===== config.mk =====
export PLATFORM = sky130hd
export DESIGN_NAME = inchan_rx
export DESIGN_NICKNAME = d
export VERILOG_FILES = /design/src/rtl/inchan_pkg.sv /design/src/rtl/inchan_sync.sv /design/src/rtl/inchan_rearm.sv /design/src/rtl/inchan_seq.sv /design/src/rtl/inchan_rx.sv
export SDC_FILE = /design/constraint.sdc
export NUM_CORES = 1
export LEC_CHECK = 0
export ABC_AREA = 1
export CAP_MARGIN = 20
export CELL_PAD_IN_SITES_DETAIL_PLACEMENT = 0
export CELL_PAD_IN_SITES_GLOBAL_PLACEMENT = 2
export CORE_AREA = 2 2 121 123
export CTS_CLUSTER_DIAMETER = 30
export DETAILED_ROUTE_END_ITERATION = 10
export DIE_AREA = 0 0 123 125
export PLACE_DENSITY_LB_ADDON = 0.2
export RECOVER_POWER = 25
export SYNTH_ARGS = -nofsm -noshare
export SYNTH_HDL_FRONTEND = slang
export SYNTH_HIERARCHICAL = 1
export SYNTH_SLANG_ARGS = --single-unit
export TNS_END_PERCENT = 30

===== constraint.sdc =====
create_clock -name clk -period 2.05 [get_ports clk]
set_input_delay 0.615 -clock clk [delete_from_list [all_inputs] [get_ports clk]]
set_output_delay 0.615 -clock clk [all_outputs]
set_load 0.005 [all_outputs]

===== src/rtl/inchan_pkg.sv =====
package inchan_pkg;

  typedef enum logic [1:0] {
    RX_IDLE = 2'd0,
    RX_WAIT = 2'd1,
    RX_ACK  = 2'd2
  } rx_state_e;

endpackage


===== src/rtl/inchan_sync.sv =====
module inchan_sync #(
  parameter int STAGES = 2,
  parameter int W      = 1
) (
  input  logic         clk,
  input  logic         rst_n,
  input  logic [W-1:0] d_i,
  output logic [W-1:0] q_o
);

  logic [STAGES-1:0][W-1:0] stg_q;
  logic [STAGES-1:0][W-1:0] stg_d;

  always_comb begin
    stg_d = {stg_q[STAGES-2:0], d_i};
  end

  always_ff @(posedge clk or negedge rst_n) begin
    if (!rst_n) stg_q <= '0;
    else        stg_q <= stg_d;
  end

  assign q_o = stg_q[STAGES-1];

endmodule


===== src/rtl/inchan_rearm.sv =====
module inchan_rearm #(
  parameter int GAP_CYC = 1000
) (
  input  logic clk,
  input  logic rst_n,
  input  logic line_i,
  input  logic take_i,
  output logic armed_o
);

  localparam int GW = $clog2(GAP_CYC + 1);
  localparam logic [GW-1:0] GAP_MAX  = GW'(GAP_CYC);
  localparam logic [GW-1:0] GAP_LAST = GW'(GAP_CYC - 1);

  logic [GW-1:0] low_q, low_d;
  logic          low_en;
  logic          armed_q, armed_d;

  always_comb begin
    low_en = line_i || (low_q != GAP_MAX);
    low_d  = line_i ? '0 : low_q + 1'b1;
  end

  always_comb begin
    armed_d = armed_q;
    if (take_i)                              armed_d = 1'b0;
    else if (!line_i && low_q == GAP_LAST)   armed_d = 1'b1;
  end

  always_ff @(posedge clk or negedge rst_n) begin
    if (!rst_n) begin
      low_q   <= '0;
      armed_q <= 1'b1;
    end else begin
      if (low_en) low_q <= low_d;
      armed_q <= armed_d;
    end
  end

  assign armed_o = armed_q;

  // a transaction is only taken while the channel is re-armed
  assert_take_armed_R9: assert property (@(posedge clk) disable iff (!rst_n)
    take_i |-> armed_q);

  // re-arming needs the line to be low
  assert_arm_low_R9: assert property (@(posedge clk) disable iff (!rst_n)
    $rose(armed_q) |-> !$past(line_i));

endmodule


===== src/rtl/inchan_seq.sv =====
module inchan_seq
  import inchan_pkg::*;
#(
  parameter int MIN_DELAY_CYC = 1600,
  parameter int ACK_CYC       = 880
) (
  input  logic clk,
  input  logic rst_n,
  input  logic go_i,
  input  logic mem_grant_i,
  output logic capture_o,
  output logic mem_req_o,
  output logic ack_o
);

  localparam int DW = $clog2(MIN_DELAY_CYC + 1);
  localparam int AW = $clog2(ACK_CYC + 1);
  localparam logic [DW-1:0] DLY_MAX  = DW'(MIN_DELAY_CYC);
  localparam logic [AW-1:0] ACK_LAST = AW'(ACK_CYC - 1);

  rx_state_e     st_q, st_d;
  logic [DW-1:0] dly_q, dly_d;
  logic          dly_en;
  logic          gnt_q, gnt_d;
  logic [AW-1:0] ac_q, ac_d;
  logic          ac_en;

  always_comb begin
    st_d   = st_q;
    dly_d  = dly_q;
    dly_en = 1'b0;
    gnt_d  = gnt_q;
    ac_d   = ac_q;
    ac_en  = 1'b0;
    unique case (st_q)
      RX_IDLE: begin
        if (go_i) begin
          st_d   = RX_WAIT;
          dly_d  = '0;
          dly_en = 1'b1;
          gnt_d  = 1'b0;
        end
      end
      RX_WAIT: begin
        gnt_d = gnt_q | mem_grant_i;
        if (dly_q != DLY_MAX) begin
          dly_d  = dly_q + 1'b1;
          dly_en = 1'b1;
        end
        if (gnt_q && dly_q == DLY_MAX) begin
          st_d  = RX_ACK;
          ac_d  = '0;
          ac_en = 1'b1;
        end
      end
      RX_ACK: begin
        if (ac_q == ACK_LAST) begin
          st_d = RX_IDLE;
        end else begin
          ac_d  = ac_q + 1'b1;
          ac_en = 1'b1;
        end
      end
      default: st_d = RX_IDLE;
    endcase
  end

  always_ff @(posedge clk or negedge rst_n) begin
    if (!rst_n) begin
      st_q  <= RX_IDLE;
      dly_q <= '0;
      gnt_q <= 1'b0;
      ac_q  <= '0;
    end else begin
      st_q  <= st_d;
      gnt_q <= gnt_d;
      if (dly_en) dly_q <= dly_d;
      if (ac_en)  ac_q  <= ac_d;
    end
  end

  assign capture_o = (st_q == RX_IDLE) && go_i;
  assign mem_req_o = (st_q == RX_WAIT) && !gnt_q;
  assign ack_o     = (st_q == RX_ACK);

  // a sampled grant withdraws the memory request
  assert_req_drop_R6: assert property (@(posedge clk) disable iff (!rst_n)
    (mem_req_o && mem_grant_i) |=> !mem_req_o);

  // never request memory while acknowledging
  assert_req_vs_ack_R6: assert property (@(posedge clk) disable iff (!rst_n)
    ack_o |-> !mem_req_o);

  // the acknowledge only rises after grant and the full delay
  assert_ack_delay_R7: assert property (@(posedge clk) disable iff (!rst_n)
    $rose(ack_o) |-> ($past(gnt_q) && $past(dly_q) == DLY_MAX));

  // the acknowledge ends after the last count of its pulse
  assert_ack_len_R8: assert property (@(posedge clk) disable iff (!rst_n)
    $fell(ack_o) |-> ($past(ac_q) == ACK_LAST));

endmodule


===== src/rtl/inchan_rx.sv =====
module inchan_rx #(
  parameter int DATA_W        = 30,
  parameter int MIN_DELAY_CYC = 1600,
  parameter int ACK_CYC       = 880,
  parameter int GAP_CYC       = 1000
) (
  input  logic              clk,
  input  logic              rst_n,
  input  logic [DATA_W-1:0] in_data_i,
  input  logic              in_req_i,
  input  logic              in_intr_i,
  input  logic              buf_active_i,
  output logic              in_ack_o,
  output logic              mem_req_o,
  input  logic              mem_grant_i,
  output logic [DATA_W-1:0] mem_word_o,
  output logic              mem_is_intr_o
);

  // reset: asserted asynchronously, released on the clock
  logic [1:0] rst_sh_q;
  logic       rst_q_n;

  always_ff @(posedge clk or negedge rst_n) begin
    if (!rst_n) rst_sh_q <= 2'b00;
    else        rst_sh_q <= {rst_sh_q[0], 1'b1};
  end
  assign rst_q_n = rst_sh_q[1];

  logic [1:0] line_s;
  logic       req_s, intr_s, any_s;
  logic       armed, go, capture;

  inchan_sync #(.STAGES(2), .W(2)) u_sync (
    .clk   (clk),
    .rst_n (rst_q_n),
    .d_i   ({in_intr_i, in_req_i}),
    .q_o   (line_s)
  );

  assign req_s  = line_s[0];
  assign intr_s = line_s[1];
  assign any_s  = req_s | intr_s;
  assign go     = armed && (intr_s || (req_s && buf_active_i));

  inchan_rearm #(.GAP_CYC(GAP_CYC)) u_rearm (
    .clk     (clk),
    .rst_n   (rst_q_n),
    .line_i  (any_s),
    .take_i  (capture),
    .armed_o (armed)
  );

  inchan_seq #(.MIN_DELAY_CYC(MIN_DELAY_CYC), .ACK_CYC(ACK_CYC)) u_seq (
    .clk         (clk),
    .rst_n       (rst_q_n),
    .go_i        (go),
    .mem_grant_i (mem_grant_i),
    .capture_o   (capture),
    .mem_req_o   (mem_req_o),
    .ack_o       (in_ack_o)
  );

  logic [DATA_W-1:0] word_q, word_d;
  logic              tag_q, tag_d;

  always_comb begin
    word_d = in_data_i;
    tag_d  = intr_s;
  end

  always_ff @(posedge clk or negedge rst_q_n) begin
    if (!rst_q_n) begin
      word_q <= '0;
      tag_q  <= 1'b0;
    end else if (capture) begin
      word_q <= word_d;
      tag_q  <= tag_d;
    end
  end

  assign mem_word_o    = word_q;
  assign mem_is_intr_o = tag_q;

  // a data word is taken only with a buffer open
  assert_buf_gate_R2: assert property (@(posedge clk) disable iff (!rst_q_n)
    (capture && !intr_s) |-> buf_active_i);

  // the word stays put while the acknowledge is up
  assert_word_hold_R5: assert property (@(posedge clk) disable iff (!rst_q_n)
    (in_ack_o && $past(in_ack_o)) |-> $stable(mem_word_o));

  // the tag stays put while memory is being requested
  assert_tag_hold_R3: assert property (@(posedge clk) disable iff (!rst_q_n)
    (mem_req_o && $past(mem_req_o)) |-> $stable(mem_is_intr_o));

endmodule


==> flow_summary.json <==
{
  "cts-htree-levels": 3,
  "die_h_um": 125,
  "worstReg2RegStart": "u_seq/dly_q[0]",
  "ant_nets": 0,
  "num_vias": 3105,
  "final_common_cell": "nand2_1",
  "nets": 593,
  "maxCapViolCount": 0,
  "path_cells": "buf_4 > ha_2 > inv_2 > nor2_2 > clkdlybuf4s15_2",
  "post_drt_via_cell_ratio": 4.21,
  "setup_tns_ps": 0,
  "first_pass_iters": 4,
  "syn_area_um2": 3870,
  "hold_viol_final": 0,
  "r2r_cells": 9,
  "synth.distinct_cells": 34,
  "peakVddDrop_mv": 0.295,
  "dieArea_um2": 15400,
  "worst_slack_ps": 74.6,
  "place_hpwl_um": 6500,
  "crit_arrival_ps": 1360,
  "endpoint": "mem_req_o",
  "grt_max_degree": 39,
  "post_drt_wl_per_cell_um": 12.3,
  "grt_pass1_wl_um": 15300,
  "grt_overflow_total": 0,
  "gp_congestion": 0.721,
  "fmax_ghz": 0.506,
  "synth_nets": 512,
  "setup.worst_path.end_class": "output port",
  "clock_latency_ps": 340,
  "area_growth_syn_to_layout_pct": 31.4,
  "p_per_area_nw_per_um2": 630,
  "finalSetupViolations": 0,
  "r2r_setup_slack_ps": 370,
  "startpoint": "u_seq/st_q[0]",
  "drtIter0Drc": 163,
  "yosysSeqAreaShare_pct": 46.6,
  "clock-sinks": 72,
  "drive_above_1_share_pct": 17.0,
  "diodes": 0,
  "io_buffers": 68,
  "rsz0062_at_grt": "no",
  "ys_ff_latch": 72,
  "yosysWarnings": 6,
  "worst_path_largest_cell_delay_ps": 400,
  "cts_tree": "done",
  "synthCells": 467,
  "cts_root_buf": "clkbuf_16",
  "pre_cts_ws_ps": -125,
  "grt.total_usage_pct": 12.6,
  "place_area_um2": 4760,
  "utilization_pct": 35.8,
  "ioPinCount": 69,
  "routed_wl_um": 9090,
  "cts_made_buffers": 9,
  "core_um2": 14200,
  "cts_buffer_depth": 2,
  "required_ps": 1430,
  "fp-row-count": 44,
  "drc": 0,
  "outcome": "complete, no violations",
  "path_max_fanout": 3,
  "initial_utilization_pct": 27.3,
  "tightest_slew_ps": 937,
  "relSlewSlack_pct": 37.5,
  "final_cell_mix": "nand2_1, dfrtp_1, inv_1, clkdlybuf4s50_1, nor2_1",
  "post-route-min-period_ps": 1980,
  "path_clk_slew_ps": 60,
  "criticalPathCategory": "reg2out",
  "start_kind": "register",
  "slew_viol_final": 0,
  "rr_endpoint": "u_seq/dly_q[0]",
  "syn_avg_cell_area_um2": 8.29,
  "fin_worst_skew_ps": 4.89,
  "fin_crit_sh_pct": 96.4,
  "antenna_found_initial": 0,
  "timing.hold.ws_ps": 344,
  "p_leak_nw": 2.32,
  "fin_area_um2": 5090,
  "crit_slowest_cell": "dfrtp_1",
  "fp.dieW_um": 123,
  "grt_pass1_vias": 3035,
  "holdCritPathClass": "reg2reg"
}
## report_power, final
part           leakage [nW]  internal [mW]  total (mW)  switching (mW)
Clock                 0.139          0.918        1.51           0.595
Combinational          1.29          0.133       0.208          0.0751
Sequential            0.891           1.46        1.49          0.0279
## how the worst min path moves through the flow
stage | startpoint | to | cells after the start
after floorplan | rst_n | rst_sh_q[0] | 0
after global placement | rst_sh_q[1] | u_seq/ac_q[9] | 0
after detailed placement | rst_sh_q[1] | u_seq/ac_q[0] | 0
after CTS | rst_sh_q[1] | u_seq/ac_q[1] | 0
after global routing | rst_sh_q[0] | rst_sh_q[1] | 0
final | rst_sh_q[0] | rst_sh_q[1] | 0
## synth_stat cells
master | n | share of area, %
a21oi_1 | 6 | 0.78
a21oi_2 | 1 | 0.23
buf_12 | 1 | 0.52
buf_2 | 1 | 0.13
buf_6 | 9 | 2.6
buf_8 | 1 | 0.39
clkbuf_4 | 1 | 0.19
clkinv_1 | 1 | 0.097
conb_1 | 1 | 0.097
dfrtp_1 | 71 | 46
dfstp_2 | 1 | 0.68
ha_1 | 9 | 2.9
inv_1 | 68 | 6.6
inv_2 | 4 | 0.39
nand2_1 | 129 | 13
nand2_2 | 5 | 0.81
nand2_4 | 2 | 0.58
nand3_1 | 25 | 3.2
nand3_2 | 3 | 0.78
nand3_4 | 1 | 0.45
nand4_1 | 19 | 3.1
nor2_1 | 44 | 4.3
nor2_2 | 6 | 0.97
nor2_4 | 2 | 0.58
nor3_1 | 3 | 0.39
nor3_2 | 1 | 0.26
nor3b_1 | 2 | 0.39
o21a_1 | 1 | 0.19
o21ai_0 | 4 | 0.52
o21ai_1 | 6 | 0.78
o21ai_2 | 30 | 6.8
or2_2 | 1 | 0.16
xnor2_1 | 3 | 0.68
xor2_1 | 5 | 1.1
## cells by family (layout without fill, tap and decap cells)
logic type,count (synthesis),count (layout),synth area share [%]
and+or+nand+nor,243,243,28.4
buffers and inverters,86,172,10.9
DFF,72,72,46.6
AOI/OAI and AO/OA,48,48,9.27
adders and majority gates,9,9,2.91
xor gates and xnor gates,8,8,1.81
other,1,1,0.0968
## sequential cells by signal, indices dropped and copies added (netlist names)
signal           flops
rst_sh_q             2
u_seq/st_q           2
u_seq/ac_q          10
u_sync/q_o           2
u_rearm/armed_o      1
u_seq/gnt_q          1
u_rearm/low_q       10
u_seq/dly_q         11
u_sync/stg_d         2
mem_word_o          30
mem_is_intr_o        1
## worst max-delay path: cells and delay by family (launching register included)
kind	cells	cell delay (ps)
flip-flops	1	400
adder cells (fa/ha/maj)	1	180
AND/OR/NAND/NOR	1	40
buffers and inverters	3	410
## metrics by stage
| stage | power [mW] | instances |
|---|---|---|
| final | 3.21 | 737 |
| after global routing | 3.35 | 737 |
| after CTS | 3.27 | 736 |
| after detailed placement | 1.73 | 718 |
| after global placement | 1.73 | 718 |
| after floorplan | 1.57 | 467 |
## layout make-up
| class | instances | area (µm²) |
|---|---|---|
| clock buffers | 14 | 274 |
| clock inverters | 2 | 12.5 |
| fillers | 1475 | 9110 |
| inverters | 73 | 274 |
| multi-input cells | 309 | 1660 |
| flip-flops and latches | 72 | 1800 |
| well taps | 184 | 230 |
| repair buffers | 83 | 831 |
## layer usage
layer  global-route usage (%)  share of wire, %  up-vias
li1                         -                 -     1623
met1                     17.7                51     1409
met2                     18.5                43       58
met3                     2.97               4.7       15
met4                     5.55               1.8        0
met5                        0                 0        -
## what timing repair did
item	4_1_cts	5_1_grt
setup buffers	2	1
endpoints found under the setup margin	2	2
hold buffers	0	0
pin swaps	1	1
resized for setup	10	1
No activity file was read; power rests on OpenSTA's default activity.
